<file path="src/rtl/kmx_pkg.sv">
package kmx_pkg;
  parameter int unsigned KMX_SEL_W  = 3;
  parameter int unsigned KMX_SETTLE = 1;

  typedef enum logic {
    PH_SETTLE = 1'b0,
    PH_SAMPLE = 1'b1
  } kmx_phase_e;
endpackage

</file>
<file path="src/rtl/kmx_seq.sv">
module kmx_seq #(
  parameter int unsigned COL_W      = 3,
  parameter int unsigned ROW_W      = 3,
  parameter int unsigned SETTLE_CYC = 1
) (
  input  logic             clk_i,
  input  logic             rst_ni,
  output logic [COL_W-1:0] col_o,
  output logic [ROW_W-1:0] row_o,
  output kmx_pkg::kmx_phase_e phase_o,
  output logic             last_o
);
  localparam int unsigned CNT_W = $clog2(SETTLE_CYC + 1);

  logic [COL_W-1:0] col_q;
  logic [ROW_W-1:0] row_q;
  logic [CNT_W-1:0] settle_q;

  always_ff @(posedge clk_i or negedge rst_ni) begin
    if (!rst_ni) begin
      col_q    <= '0;
      row_q    <= '0;
      settle_q <= CNT_W'(SETTLE_CYC);
    end else if (settle_q != '0) begin
      settle_q <= settle_q - 1'b1;
    end else if (row_q == '1) begin
      row_q    <= '0;
      col_q    <= col_q + 1'b1;
      settle_q <= CNT_W'(SETTLE_CYC);
    end else begin
      row_q <= row_q + 1'b1;
    end
  end

  assign col_o   = col_q;
  assign row_o   = row_q;
  assign phase_o = (settle_q == '0) ? kmx_pkg::PH_SAMPLE : kmx_pkg::PH_SETTLE;
  assign last_o  = (settle_q == '0) && (col_q == '1) && (row_q == '1);
endmodule

</file>
<file path="src/rtl/kmx_col_dec.sv">
module kmx_col_dec #(
  parameter int unsigned COL_W = 3
) (
  input  logic [COL_W-1:0]      col_i,
  output logic [2**COL_W-1:0]   col_n_o
);
  for (genvar i = 0; i < 2**COL_W; i++) begin : g_col
    assign col_n_o[i] = (col_i != COL_W'(i));
  end
endmodule

</file>
<file path="src/rtl/kmx_detect.sv">
module kmx_detect #(
  parameter int unsigned CODE_W = 6
) (
  input  logic              clk_i,
  input  logic              rst_ni,
  input  kmx_pkg::kmx_phase_e phase_i,
  input  logic              last_i,
  input  logic              row_bit_i,
  input  logic [CODE_W-1:0] code_i,
  output logic              valid_o,
  output logic [CODE_W-1:0] code_o,
  output logic              done_o
);
  logic sample;
  assign sample = (phase_i == kmx_pkg::PH_SAMPLE);

  always_ff @(posedge clk_i or negedge rst_ni) begin
    if (!rst_ni) begin
      valid_o <= 1'b0;
      code_o  <= '0;
      done_o  <= 1'b0;
    end else begin
      valid_o <= sample && !row_bit_i;
      done_o  <= last_i;
      if (sample && !row_bit_i) code_o <= code_i;
    end
  end
endmodule

</file>
<file path="src/rtl/kmx_scanner.sv">
module kmx_scanner #(
  parameter int unsigned COL_W      = kmx_pkg::KMX_SEL_W,
  parameter int unsigned ROW_W      = kmx_pkg::KMX_SEL_W,
  parameter int unsigned SETTLE_CYC = kmx_pkg::KMX_SETTLE,
  localparam int unsigned CODE_W    = COL_W + ROW_W,
  localparam int unsigned N_COL     = 2**COL_W
) (
  input  logic              clk_i,
  input  logic              rst_ni,
  input  logic              row_bit_i,
  output logic [COL_W-1:0]  col_code_o,
  output logic [N_COL-1:0]  col_n_o,
  output logic [ROW_W-1:0]  row_sel_o,
  output logic              key_valid_o,
  output logic [CODE_W-1:0] key_code_o,
  output logic              frame_done_o
);
  kmx_pkg::kmx_phase_e phase;
  logic last;

  kmx_seq #(.COL_W(COL_W), .ROW_W(ROW_W), .SETTLE_CYC(SETTLE_CYC)) u_seq (
    .clk_i   (clk_i),
    .rst_ni  (rst_ni),
    .col_o   (col_code_o),
    .row_o   (row_sel_o),
    .phase_o (phase),
    .last_o  (last)
  );

  kmx_col_dec #(.COL_W(COL_W)) u_dec (
    .col_i   (col_code_o),
    .col_n_o (col_n_o)
  );

  kmx_detect #(.CODE_W(CODE_W)) u_det (
    .clk_i     (clk_i),
    .rst_ni    (rst_ni),
    .phase_i   (phase),
    .last_i    (last),
    .row_bit_i (row_bit_i),
    .code_i    ({col_code_o, row_sel_o}),
    .valid_o   (key_valid_o),
    .code_o    (key_code_o),
    .done_o    (frame_done_o)
  );
endmodule

</file>
<file path="config.mk">
export PLATFORM = sky130hd
export DESIGN_NAME = kmx_scanner
export DESIGN_NICKNAME = d
export VERILOG_FILES = /design/src/rtl/kmx_pkg.sv /design/src/rtl/kmx_seq.sv /design/src/rtl/kmx_col_dec.sv /design/src/rtl/kmx_detect.sv /design/src/rtl/kmx_scanner.sv
export SDC_FILE = /design/constraint.sdc
export NUM_CORES = 1
export LEC_CHECK = 0
export BUFFER_PORTS_ARGS = -buffer_cell sky130_fd_sc_hd__buf_2
export CORE_MARGIN = 2
export CORE_UTILIZATION = 50
export CTS_BUF_LIST = sky130_fd_sc_hd__clkbuf_16
export CTS_CLUSTER_SIZE = 14
export DETAILED_ROUTE_END_ITERATION = 6
export GPL_TIMING_DRIVEN = 0
export PLACE_DENSITY = 0.8
export SLEW_MARGIN = 40
export SYNTH_ARGS = -nofsm -noshare
export SYNTH_HDL_FRONTEND = slang
export SYNTH_SLANG_ARGS = --single-unit
</file>
<file path="constraint.sdc">
create_clock -name clk_i -period 4.2 [get_ports clk_i]
set_input_delay 0.21 -clock clk_i [delete_from_list [all_inputs] [get_ports clk_i]]
set_output_delay 0.21 -clock clk_i [all_outputs]
set_load 0.02 [all_outputs]
</file>
==> results of run 1 <==
==> routing by layer <==
metal,vias to the layer above,track usage (%),share of wire [%]
met4,0,7.50,1.7
met5,-,0,0
li1,233,-,-
met2,12,25.2,53
met1,236,17.9,41
met3,4,5.17,4.5
==> flip-flops by register name, indices dropped and copies added, names as in the netlist <==
name            count
u_seq.row_o         3
u_seq.settle_q      1
u_seq.col_o         3
u_det.done_o        1
u_det.valid_o       1
u_det.code_o        6
==> stage by stage <==
| step | total power [µW] | cells | setup WS [ps] | hold WS [ps] |
|---|---|---|---|---|
| 4_1_cts | 345 | 99 | 2670 | 198 |
| 5_1_grt | 354 | 99 | 2630 | 197 |
| 3_3_place_gp | 164 | 94 | 2740 | 123 |
| 6_report | 341 | 99 | 2680 | 197 |
| 3_5_place_dp | 164 | 94 | 2710 | 132 |
| 2_1_floorplan | 157 | 55 | 2680 | -85.6 |
==> worst max-delay path: stages, from the launching register on <==
cell     delay (ps)
dfrtp_1         430
ha_1            240
ha_1            190
inv_1            60
buf_2           150
==> cell type report <==
type                    instances  area, µm²
flip-flops and latches         15        377
repair buffers                 25        130
clock inverters                 1       3.75
multi-input cells              33        318
well taps                      15       18.8
plain buffers                   2       22.5
clock buffers                   3       75.1
fillers                        99        370
inverters                       5       18.8
==> cells by family after synthesis <==
family	count (synthesis)	share of synthesized area, %
flip-flops	15	51.2
AND/OR/NAND/NOR	12	10.7
multiplexers	9	14.1
adder cells (fa/ha/maj)	9	15.3
buffers and inverters	7	5.61
AO/OA/AOI/OAI	2	1.87
XOR/XNOR	1	1.19
==> power groups by stage <==
stage | Clock (µW) | Combinational, µW | Sequential (µW)
2_1_floorplan | 0 | 4.17 | 153
3_3_place_gp | 0 | 13.8 | 150
3_5_place_dp | 0 | 14.2 | 150
4_1_cts | 182 | 14.9 | 148
5_1_grt | 190 | 15.9 | 148
6_report | 179 | 14.4 | 148
==> placed cells by master (no fill, tap or decap), drive strengths merged <==
| cell type | Yosys | routed |
|---|---|---|
| o21ai | 1 | 1 |
| dfrtp | 14 | 14 |
| nor3 | 1 | 1 |
| and2 | 1 | 1 |
| buf | 2 | 26 |
| nand2 | 7 | 7 |
| nor2 | 1 | 1 |
| mux2 | 8 | 8 |
| clkbuf | 0 | 3 |
| mux2i | 1 | 1 |
| dlygate4sd3 | 0 | 1 |
| a21o | 1 | 1 |
| inv | 5 | 6 |
| nor2b | 1 | 1 |
| nand2b | 1 | 1 |
| ha | 9 | 9 |
| dfstp | 1 | 1 |
| xnor2 | 1 | 1 |
==> worst min path at each step <==
| stage | startpoint | to | slack [ps] | depth (start not counted) |
|---|---|---|---|---|
| 2_1_floorplan | rst_ni | u_det.code_o[0] | -90 | 0 |
| 3_5_place_dp | rst_ni | u_det.valid_o | 130 | 1 |
| 3_3_place_gp | rst_ni | u_det.valid_o | 120 | 1 |
| 4_1_cts | row_bit_i | u_det.valid_o | 200 | 2 |
| 6_report | row_bit_i | u_det.valid_o | 200 | 2 |
| 5_1_grt | row_bit_i | u_det.valid_o | 200 | 2 |
==> impl_metrics.py, run 1 <==
metrics = {
    "timing": {
        "rsz0062_at_grt": "no",
        "final_max_slew_viol_count": 0,
        "slew_headroom_pct": 77.7,
        "skew_ps": 0.531,
        "tns_ps": 0,
        "tightest_slew_ps": 334,
        "setup_viol_count_final": 0,
        "finalCritPeriodShare_pct": 36.3,
        "fmax_mhz": 656,
        "hold_viol": 0,
        "min_period_ps": 1520,
    },
    "setup_path": {
        "endpoint_kind": "output pin",
        "path_max_fanout": 5,
        "required_ps": 3990,
        "r2r_slack_ps": 2720,
        "ff2ff_path_depth": 5,
        "endpoint": "col_n_o[7]",
        "r2r_start": "u_seq.row_o[0]",
        "critPathLaunchType": "flip-flop",
        "cp.arrival_ps": 1310,
        "reg2reg_to": "u_seq.col_o[1]",
        "crit_path_start": "u_seq.col_o[0]",
        "worstSetupPathType": "reg -> out",
    },
    "power_and_ir_drop": {
        "pwr-share-clk_pct": 52.4,
        "power_switching_share_pct": 18.3,
        "leakage_uw": 0.000473,
        "ir_drop_mv": 0.226,
        "switchingPower_uw": 62.5,
        "powerDensity_mw_per_mm2": 354,
        "combinationalPowerShare_pct": 4.2,
        "internal-power_uw": 278,
        "seqPwrFrac_pct": 43.4,
    },
    "clocking": {
        "cts.htree.levels": 1,
        "clock_sinks": 15,
        "cts-root-buf": "clkbuf_16",
        "cts_buffers": 3,
        "hold_buffers": 1,
        "clk_latency_ps": 240,
        "clkSlewWorstSetupHoldPaths_ps": 50,
        "post_cts_buffers": 0,
        "clock_path_buffers": 2,
        "ctsResizeCount": 0,
        "cts_tree": "built",
    },
    "min_path": {
        "hold_class": "in -> reg",
    },
    "floorplanning": {
        "ios": 25,
        "die_area_mm2": 0.00179,
        "initial_utilization_pct": 55.2,
        "core_area_mm2": 0.00133,
        "fp.dieH_um": 42.4,
        "num_rows": 13,
        "die_x_um": 42.4,
    },
    "final_layout": {
        "num_antenna_cells": 0,
        "drive_gt1_share_pct": 50.0,
        "finish.utilization_pct": 72.2,
        "num-nets-final": 97,
        "area_growth_pct": 31.0,
        "design_area_um2": 963,
    },
    "grt": {
        "grt_max_degree": 16,
        "track_usage_pct": 15.4,
        "grt_pass1_vias": 460,
        "grt_pass1_wl_um": 1970,
        "antenna_found_initial": 0,
        "grt_overflow_total": 0,
    },
    "synthesis": {
        "synth-seq-cells": 15,
        "ys_warn_count": 0,
        "syn_avg_cell_area_um2": 13.4,
        "syn_nets": 67,
        "ys_top_cells_by_area": "dfrtp_1 (48%), ha_1 (15%), mux2_2 (11%)",
        "ys.flop_type": "dfrtp_1",
        "synth_seq_area_share_pct": 51.2,
        "synth_cells": 55,
        "synth_common_cells": "dfrtp_1 (14), ha_1 (9), mux2_2 (7), nand2_1 (7), inv_1 (5)",
        "synth_top_cell_by_area": "dfrtp_1",
        "ys_types": 17,
        "synth_enable_flop_cells": 0,
        "syn_area_um2": 736,
        "synthArstFlopShare_pct": 100,
        "synth.top_cell.area_share_pct": 47.6,
        "yosysMostFrequentCell": "dfrtp_1",
    },
    "routing": {
        "drt_pass1_iterations": 4,
        "drtIter0Drc": 2,
        "wire_per_inst_um": 12.2,
        "vias": 485,
        "ant_nets": 0,
        "routed_wl_um": 1210,
        "drc": 0,
        "viasPerCell": 4.90,
    },
    "placement": {
        "place_area_um2": 875,
        "gp_congestion": 0.681,
        "dp_hpwl_um": 951,
        "portBuffers": 24,
    },
    "run_status": {
        "status": "completed",
    },
    "job": {
        "maxCapViolCount": 0,
    },
}
(Power assumes the default switching activity.)
==> run 2: changes to the inputs <==
Settings changed: CORE_UTILIZATION 50 to 47, PLACE_DENSITY 0.8 to 0.75.
Clock period 4.2 ns to 1.5 ns, I/O delays scaled along.
==> run 2 against run 1 <==
Against the previous run: critical path depth increased by 1; flip-flop and latch count unchanged; combinational power grew to 2.8 times the previous value; power grew to 2.8 times the previous value; hold slack worse by 130 ps; first-iteration DRC count is 50% lower; global-route usage rose by 0.25 points; worst setup slack worse by 2600 ps; clock power grew to 2.8 times the previous value.
==> impl_metrics.py, run 2 (synthesized netlist as in run 1, its figures left out) <==
metrics = {
    "power_and_ir_drop": {
        "internal-power_uw": 779,
        "powerDensity_mw_per_mm2": 974,
        "leakage_uw": 0.000474,
        "power.total_uw": 951,
        "power_switching_share_pct": 18.0,
        "ir_drop_mv": 0.643,
        "seqPwrFrac_pct": 43.6,
        "combinationalPowerShare_pct": 4.2,
        "switchingPower_uw": 171,
        "pwr-share-clk_pct": 52.2,
    },
    "setup_path": {
        "path_max_fanout": 5,
        "cp.arrival_ps": 1570,
        "r2r_slack_ps": 50,
        "endpoint_kind": "flip-flop",
        "required_ps": 1620,
        "path_cells": "ha_2 -> ha_1 -> nor2b_4 -> buf_6 -> mux2_4",
        "critPathLaunchType": "flip-flop",
        "critical-path-max-stage-delay_ps": 430,
        "worstSetupPathType": "reg -> reg",
        "slowest_stage": "dfrtp_2",
    },
    "clocking": {
        "cts_buffers": 3,
        "cts.htree.levels": 1,
        "clkSlewWorstSetupHoldPaths_ps": 50,
        "clock_sinks": 15,
        "clk_latency_ps": 240,
        "clock_path_buffers": 2,
        "cts-root-buf": "clkbuf_16",
        "cts_tree": "built",
    },
    "placement": {
        "dp_hpwl_um": 911,
        "pre_cts_ws_ps": 24.6,
        "placed_cells": 95,
        "gp_congestion": 0.698,
        "portBuffers": 24,
    },
    "timing": {
        "fmax_mhz": 690,
        "tightest_slew_ps": 325,
        "slew_headroom_pct": 78.4,
        "skew_ps": 0.746,
        "finalWorstSetupSlack_ps": 50.8,
        "finalCritPeriodShare_pct": 96.6,
        "min_period_ps": 1450,
        "hold_viol": 0,
        "final_max_slew_viol_count": 0,
        "setup_viol_count_final": 0,
    },
    "floorplanning": {
        "num_rows": 14,
        "ios": 25,
        "die_x_um": 43.6,
        "die_area_mm2": 0.00190,
        "initial_utilization_pct": 49.4,
        "fp.dieH_um": 43.6,
        "core_area_mm2": 0.00149,
    },
    "routing": {
        "ant_nets": 0,
        "routed_wl_um": 1250,
        "wire_per_inst_um": 12.4,
        "vias": 497,
        "drtIter0Drc": 1,
        "drt_pass1_iterations": 2,
        "drc": 0,
        "viasPerCell": 4.92,
    },
    "final_layout": {
        "n_fill_cell": 115,
        "regMostFlops": "u_det.code_o",
        "drive_gt1_share_pct": 52.9,
        "final_common_cell": "buf_2",
        "num-nets-final": 98,
        "layout_common_cells": "buf_2 (24), dfrtp_1 (13), ha_1 (8)",
        "stdcell_count": 101,
        "largest_reg_flops": 6,
        "num_antenna_cells": 0,
        "area_growth_pct": 32.7,
    },
    "run_status": {
        "status": "completed",
    },
    "grt": {
        "grt_pass1_wl_um": 2170,
        "grt_pass1_vias": 482,
        "grt_overflow_total": 0,
        "track_usage_pct": 15.6,
        "antenna_found_initial": 0,
        "grt_max_degree": 16,
    },
    "min_path": {
        "hold_class": "in -> reg",
    },
    "job": {
        "maxCapViolCount": 0,
    },
}
run 2: changes by cell type in the layout (fill, tap and decap cells not counted):
cell and change:
ha_2 +1, dfrtp_1 -1, buf_4 +1, ha_1 -1, dfrtp_2 +1
run 2: per-stage QoR:
| step | area [µm²] | util, % | TNS (ps) | hold WS (ps) |
|---|---|---|---|---|
| finish | 976 | 65.5 | 0 | 63.8 |
| global route | 976 | 65.5 | -1.79 | 73.9 |
| CTS | 966 | 64.9 | 0 | 65.7 |
| detailed placement | 877 | 58.9 | 0 | -5.34 |
| global placement | 877 | 58.9 | 0 | -9.92 |
| floorplan | 737 | - | 0 | -221 |
run 2: final timing paths:
check | end | cells past startpoint | from
worst max-delay path | u_seq.col_o[1] | 5 | u_seq.row_o[0]
worst min-delay path | u_det.valid_o | 2 | row_bit_i
worst max register to register | u_seq.col_o[1] | 5 | u_seq.row_o[0]
worst min register to register | u_det.code_o[2] | 1 | u_det.code_o[2]
max in group asynchronous | u_seq.settle_q | 2 | rst_ni
min in group asynchronous | u_det.code_o[3] | 2 | rst_ni
run 2: critical path, delay by kind of cell, from the launching register on:
family | cells | cell delay, ps
buffers and inverters | 1 | 120
adder cells (fa/ha/maj) | 2 | 380
multiplexers | 1 | 280
AND/OR/NAND/NOR | 1 | 120
flip-flops | 1 | 430
run 2: area by class of cell:
type / instances / area [µm²] / share of cell area [%]
Sequential cell: 15 / 378 / 38.7
Multi-Input combinational cell: 33 / 320 / 32.8
Timing Repair Buffer: 26 / 138 / 14.1
Clock buffer: 3 / 75.1 / 7.69
Buffer: 2 / 22.5 / 2.31
Tap cell: 16 / 20.0 / 2.05
Inverter: 5 / 18.8 / 1.92
Clock inverter: 1 / 3.75 / 0.385
run 2: what timing repair did:
item                                    CTS  global route
endpoints found under the setup margin    0             1
hold buffers                              1             0
buffers inserted                          0             1
gates resized for setup                   0             1
endpoints found under the hold margin    14             0
run 2: power groups by stage:
stage,Sequential (µW),Combinational [µW],Clock [µW]
finish,414,40.1,496
global route,415,44.3,527
CTS,415,41.5,505
detailed placement,421,39.5,0
global placement,420,38.6,0
floorplan,429,11.7,0
run 2: routing by layer:
layer | vias up | GRT usage [%] | part of all wire (%) | wire, µm
met1 | 240 | 19.7 | 40 | 502
met3 | 4 | 2.92 | 4.7 | 59
met2 | 18 | 25.3 | 53 | 658
met4 | 0 | 8.48 | 2.5 | 31
li1 | 235 | - | - | -
met5 | - | 0 | 0 | 0
